**src/rtl/ext_irq_edge_gate.sv**
```systemverilog
module ext_irq_edge_gate #(
  parameter int N_IRQ = 5,
  parameter int N_WKP = 8,
  parameter int AW    = 3,
  parameter int DW    = 8
) (
  input  logic             clk,
  input  logic             rst_n,
  input  logic [N_IRQ-1:0] irq_pin,
  input  logic [N_WKP-1:0] wkp_pin,
  input  logic             wr_en,
  input  logic [AW-1:0]    wr_addr,
  input  logic [DW-1:0]    wr_data,
  output logic [N_IRQ-1:0] irq_flag,
  output logic [N_WKP-1:0] wkp_flag,
  output logic             irq_out
);
  localparam int N_HI = N_IRQ - 1;
  localparam logic [AW-1:0] A_EN_HI  = AW'(0);
  localparam logic [AW-1:0] A_EN_0   = AW'(1);
  localparam logic [AW-1:0] A_EN_WK  = AW'(2);
  localparam logic [AW-1:0] A_POL    = AW'(3);
  localparam logic [AW-1:0] A_CLR_IR = AW'(4);
  localparam logic [AW-1:0] A_CLR_WK = AW'(5);
  localparam logic [AW-1:0] A_IE_IR  = AW'(6);
  localparam logic [AW-1:0] A_IE_WK  = AW'(7);

  logic [N_IRQ-1:0] irq_s1, irq_s2, irq_en, irq_pol, irq_prev, irq_ie;
  logic [N_WKP-1:0] wkp_s1, wkp_s2, wkp_en, wkp_prev, wkp_ie;
  logic [N_IRQ-1:0] irq_g, irq_hit, irq_clr;
  logic [N_WKP-1:0] wkp_g, wkp_hit, wkp_clr;
  logic             mode_wr, mode_wr_q, clr_ok;

  assign mode_wr = wr_en && (wr_addr == A_EN_HI || wr_addr == A_EN_0 || wr_addr == A_EN_WK);
  assign clr_ok  = wr_en && !mode_wr_q;

  assign irq_g = ~irq_en | irq_s2;
  assign wkp_g = ~wkp_en | wkp_s2;

  assign irq_hit = (irq_pol & ~irq_prev & irq_g) | (~irq_pol & irq_prev & ~irq_g);
  assign wkp_hit = wkp_prev & ~wkp_g;

  assign irq_clr = (clr_ok && wr_addr == A_CLR_IR) ? ~wr_data[N_IRQ-1:0] : '0;
  assign wkp_clr = (clr_ok && wr_addr == A_CLR_WK) ? ~wr_data[N_WKP-1:0] : '0;

  always_ff @(posedge clk or negedge rst_n) begin
    if (!rst_n) begin
      irq_s1   <= '1;
      irq_s2   <= '1;
      wkp_s1   <= '1;
      wkp_s2   <= '1;
      irq_prev <= '1;
      wkp_prev <= '1;
    end else begin
      irq_s1   <= irq_pin;
      irq_s2   <= irq_s1;
      wkp_s1   <= wkp_pin;
      wkp_s2   <= wkp_s1;
      irq_prev <= irq_g;
      wkp_prev <= wkp_g;
    end
  end

  always_ff @(posedge clk or negedge rst_n) begin
    if (!rst_n) begin
      irq_en    <= '0;
      wkp_en    <= '0;
      irq_pol   <= '0;
      irq_ie    <= '0;
      wkp_ie    <= '0;
      mode_wr_q <= 1'b0;
    end else begin
      mode_wr_q <= mode_wr;
      if (wr_en) begin
        case (wr_addr)
          A_EN_HI: irq_en[N_IRQ-1:1] <= wr_data[N_HI-1:0];
          A_EN_0:  irq_en[0]         <= wr_data[0];
          A_EN_WK: wkp_en            <= wr_data[N_WKP-1:0];
          A_POL:   irq_pol           <= wr_data[N_IRQ-1:0];
          A_IE_IR: irq_ie            <= wr_data[N_IRQ-1:0];
          A_IE_WK: wkp_ie            <= wr_data[N_WKP-1:0];
          default: ;
        endcase
      end
    end
  end

  always_ff @(posedge clk or negedge rst_n) begin
    if (!rst_n) begin
      irq_flag <= '0;
      wkp_flag <= '0;
      irq_out  <= 1'b0;
    end else begin
      irq_flag <= (irq_flag & ~irq_clr) | irq_hit;
      wkp_flag <= (wkp_flag & ~wkp_clr) | wkp_hit;
      irq_out  <= (|(irq_flag & irq_ie)) | (|(wkp_flag & wkp_ie));
    end
  end
endmodule

```
**config.mk**
```make
export PLATFORM = sky130hd
export DESIGN_NAME = ext_irq_edge_gate
export DESIGN_NICKNAME = d
export VERILOG_FILES = /design/src/rtl/ext_irq_edge_gate.sv
export SDC_FILE = /design/constraint.sdc
export NUM_CORES = 1
export LEC_CHECK = 0
export BUFFER_PORTS_ARGS = -buffer_cell sky130_fd_sc_hd__buf_4
export CELL_PAD_IN_SITES_DETAIL_PLACEMENT = 1
export CELL_PAD_IN_SITES_GLOBAL_PLACEMENT = 1
export CORE_ASPECT_RATIO = 2
export CORE_MARGIN = 2
export CORE_UTILIZATION = 42
export DETAILED_ROUTE_END_ITERATION = 12
export PLACE_DENSITY_LB_ADDON = 0.1
export SETUP_SLACK_MARGIN = 0.4
export SYNTH_ARGS = -nofsm -noshare
export SYNTH_HDL_FRONTEND = slang
export SYNTH_SLANG_ARGS = --single-unit
```
**constraint.sdc**
```tcl
create_clock -name clk -period 1 [get_ports clk]
set_input_delay 0.1 -clock clk [delete_from_list [all_inputs] [get_ports clk]]
set_output_delay 0.1 -clock clk [all_outputs]
set_load 0.005 [all_outputs]
```
==> flow_summary.ini <==
[logic_synthesis]
synth_area_leaders = dfrtp_1 37%, dfstp_2 33%, mux2_2 11%
synthCells = 203
ys_types = 27
ys_ff_latch = 85
synth_commonest_cells = 46 x dfrtp_1, 39 x dfstp_2, 31 x mux2_2
synthFlopType = dfrtp_1
synth_top_area_share_pct = 36.8
synth_edf_count = 0
syn_avg_cell_area_um2 = 15.4
synth-seq-area-share_pct = 69.5
syn_area_um2 = 3130
syn_nets = 230
yosysWarnings = 0
async_reset_ff_share_pct = 100
synth_top_area_cell = dfrtp_1
synth.most_common_cell = dfrtp_1

[setup_path]
crit_chain = nand4b_4 -> o31ai_2 -> o21ai_1
r2r-start = mode_wr_q
critPathCaptureType = flop
crit_family = compound AO/OA/AOI/OAI gates
cp.arrival_ns = 1.43
start_kind = flop
worstPathMaxFanout = 8
worst-setup-path-type = flop to flop
critPathSlowestCell = dfrtp_1
reg2regPathDepth = 3
cp_data_required_time_ns = 1.20
critPathMaxStageDelay_ns = 0.37
r2r-end = wkp_flag[4]
critPathBufInv = 0
r2r_slack_ns = -0.23
cp.depth = 3

[finish]
final_core_util_pct = 65.5
seq_area_um2 = 2180
fin_nets = 330
syn_to_final_growth_pct = 52.0
multiInputGateArea_um2 = 1220
drive_gt1_share_pct = 67.2
n_fill_cell = 692
diodes = 0

[run_status]
failed_checks = hold timing, setup timing
status = finished with violations

[clock_tree]
path_clk_slew_ns = 0.06
clock_path_buffers = 2
clkLatencyLatePin_ns = 0.33
cts_root_buffer = clkbuf_16
htree_levels = 3
cts_tree = done
cts_num_sinks = 85
cts_made_buffers = 9
hold_buffers = 13

[timing]
hold_slack_ns = -0.366
max-slew-margin-rel_pct = 80.8
period_needed_ns = 1.23
setup_viol = 21
worst_slew_pin_slew_ns = 0.288
setup_ws_ns = -0.230
rsz0062_at_grt = yes
fin_tns_setup_ns = -1.80
finClkSkew_ns = 0.00293
slew_violations = 0
fmax_mhz = 813
min_period_over_period_pct = 123
hold_viol = 49

[placed_design]
gp_congestion = 0.771
place_ws_ns = -0.270
hpwlAfterDp_mm = 4.81
io_buffers = 40

[pwr]
ir_drop_uv = 1210
p_int_mw = 7.34
switchingPower_mw = 2.25
sw_frac_of_total_pct = 23.5
pwr-share-clk_pct = 35.9
p_per_area_nw_per_um2 = 2020
p_leak_nw = 2.22
seq_power_share_pct = 45.8
pwr-share-comb_pct = 18.3

[global_routing]
grt_pass1_vias = 2319
antenna_found_initial = 0
gr-usage-all-layers_pct = 20.7
grt_max_degree = 34
grt_remaining_overflow = 0
grt_pass1_wl_mm = 12.4

[drt]
first_pass_iters = 4
wl_per_cell_um = 19.4
finalWirelength_mm = 7.78
antenna_left = 0
route.detailed.drc = 0
drt_iter0_drc = 51
vias = 2027
vias_per_cell = 5.07

[die]
die_area_um2 = 8200
coreArea_um2 = 7270
num_rows = 44
die_h_um = 126
initial_core_util_pct = 43.1
die_width_um = 65.0
io_pins = 41

[worst_hold_path]
min_path_type = input pin to async pin

[flow_run]
drv_cap = 0
[layout make-up]
class	count	share of cell area, %
multi-input cells	100	25.7
flip-flops and latches	85	45.9
clock buffers	11	4.89
well taps	92	2.42
inverters	13	1.03
repair buffers	94	18.5
clock inverters	5	1.58
[cells in the final DEF, fill, tap and decap left out, drive strengths merged, types with 8 or more instances in the layout]
cell type and n:
buf 81, dfrtp 46, dfstp 39, mux2 31, nand2b 14, inv 13, o21ai 13, dlygate4sd3 13
clkbuf 11, o31ai 8
[flip-flops by register name (all words and copies together), names as in the netlist]
register / count
irq_s2: 5
wkp_ie: 8
wkp_flag: 8
irq_ie: 5
irq_en: 5
irq_flag: 5
wkp_s1: 8
wkp_prev: 8
irq_s1: 5
irq_out: 1
mode_wr_q: 1
irq_pol: 5
wkp_en: 8
irq_prev: 5
wkp_s2: 8
[power by group through the flow]
| stage | clock [mW] | sequential, mW | combinational (mW) |
|---|---|---|---|
| finish | 3.44 | 4.40 | 1.76 |
| global route | 3.66 | 4.45 | 1.90 |
| CTS | 3.53 | 4.37 | 1.53 |
| detailed placement | 0 | 4.32 | 1.04 |
| global placement | 0 | 4.30 | 1.00 |
| floorplan | 0 | 4.23 | 0.591 |
[worst max path at each step]
stage | start | endpoint | slack (ns)
CTS | irq_flag[3] | irq_out | -0.17
global route | mode_wr_q | wkp_flag[4] | -0.30
detailed placement | mode_wr_q | wkp_flag[1] | -0.27
finish | mode_wr_q | wkp_flag[4] | -0.23
floorplan | wr_addr[1] | wkp_en[1] | -0.05
global placement | mode_wr_q | wkp_flag[6] | -0.21
[per-layer routing]
layer	GRT usage, %	wire length [um]	vias up	share of wire, %
met3	4.73	213	15	2.7
met4	8.21	181	0	2.3
met5	0	0	-	0
li1	-	-	923	-
met1	23.7	2960	1050	38
met2	36.5	4420	39	57
[cell families (layout without fill, tap and decap cells)]
kind of cell,Yosys count,count (layout),synth area share [%]
flip-flops,85,85,69.5
AND/OR/NAND/NOR,36,36,9.55
AO/OA/AOI/OAI,33,33,7.07
multiplexers,31,31,11.2
buffers and inverters,18,123,2.72
[what timing repair did]
action | 4_1_cts | 5_1_grt
resized for setup | 81 | 22
endpoints found under the hold margin | 62 | 49
setup buffers | 13 | 9
pin swaps | 4 | 3
setup endpoints to repair | 72 | 72
[stage by stage]
| step | instances | total power, mW | instance area [um2] |
|---|---|---|---|
| floorplan | 203 | 4.82 | 3190 |
| global placement | 349 | 5.30 | 3710 |
| detailed placement | 349 | 5.37 | 3710 |
| CTS | 391 | 9.43 | 4600 |
| global route | 400 | 10.0 | 4760 |
| finish | 400 | 9.60 | 4760 |
Note: power is estimated with default switching activity, not from simulation.
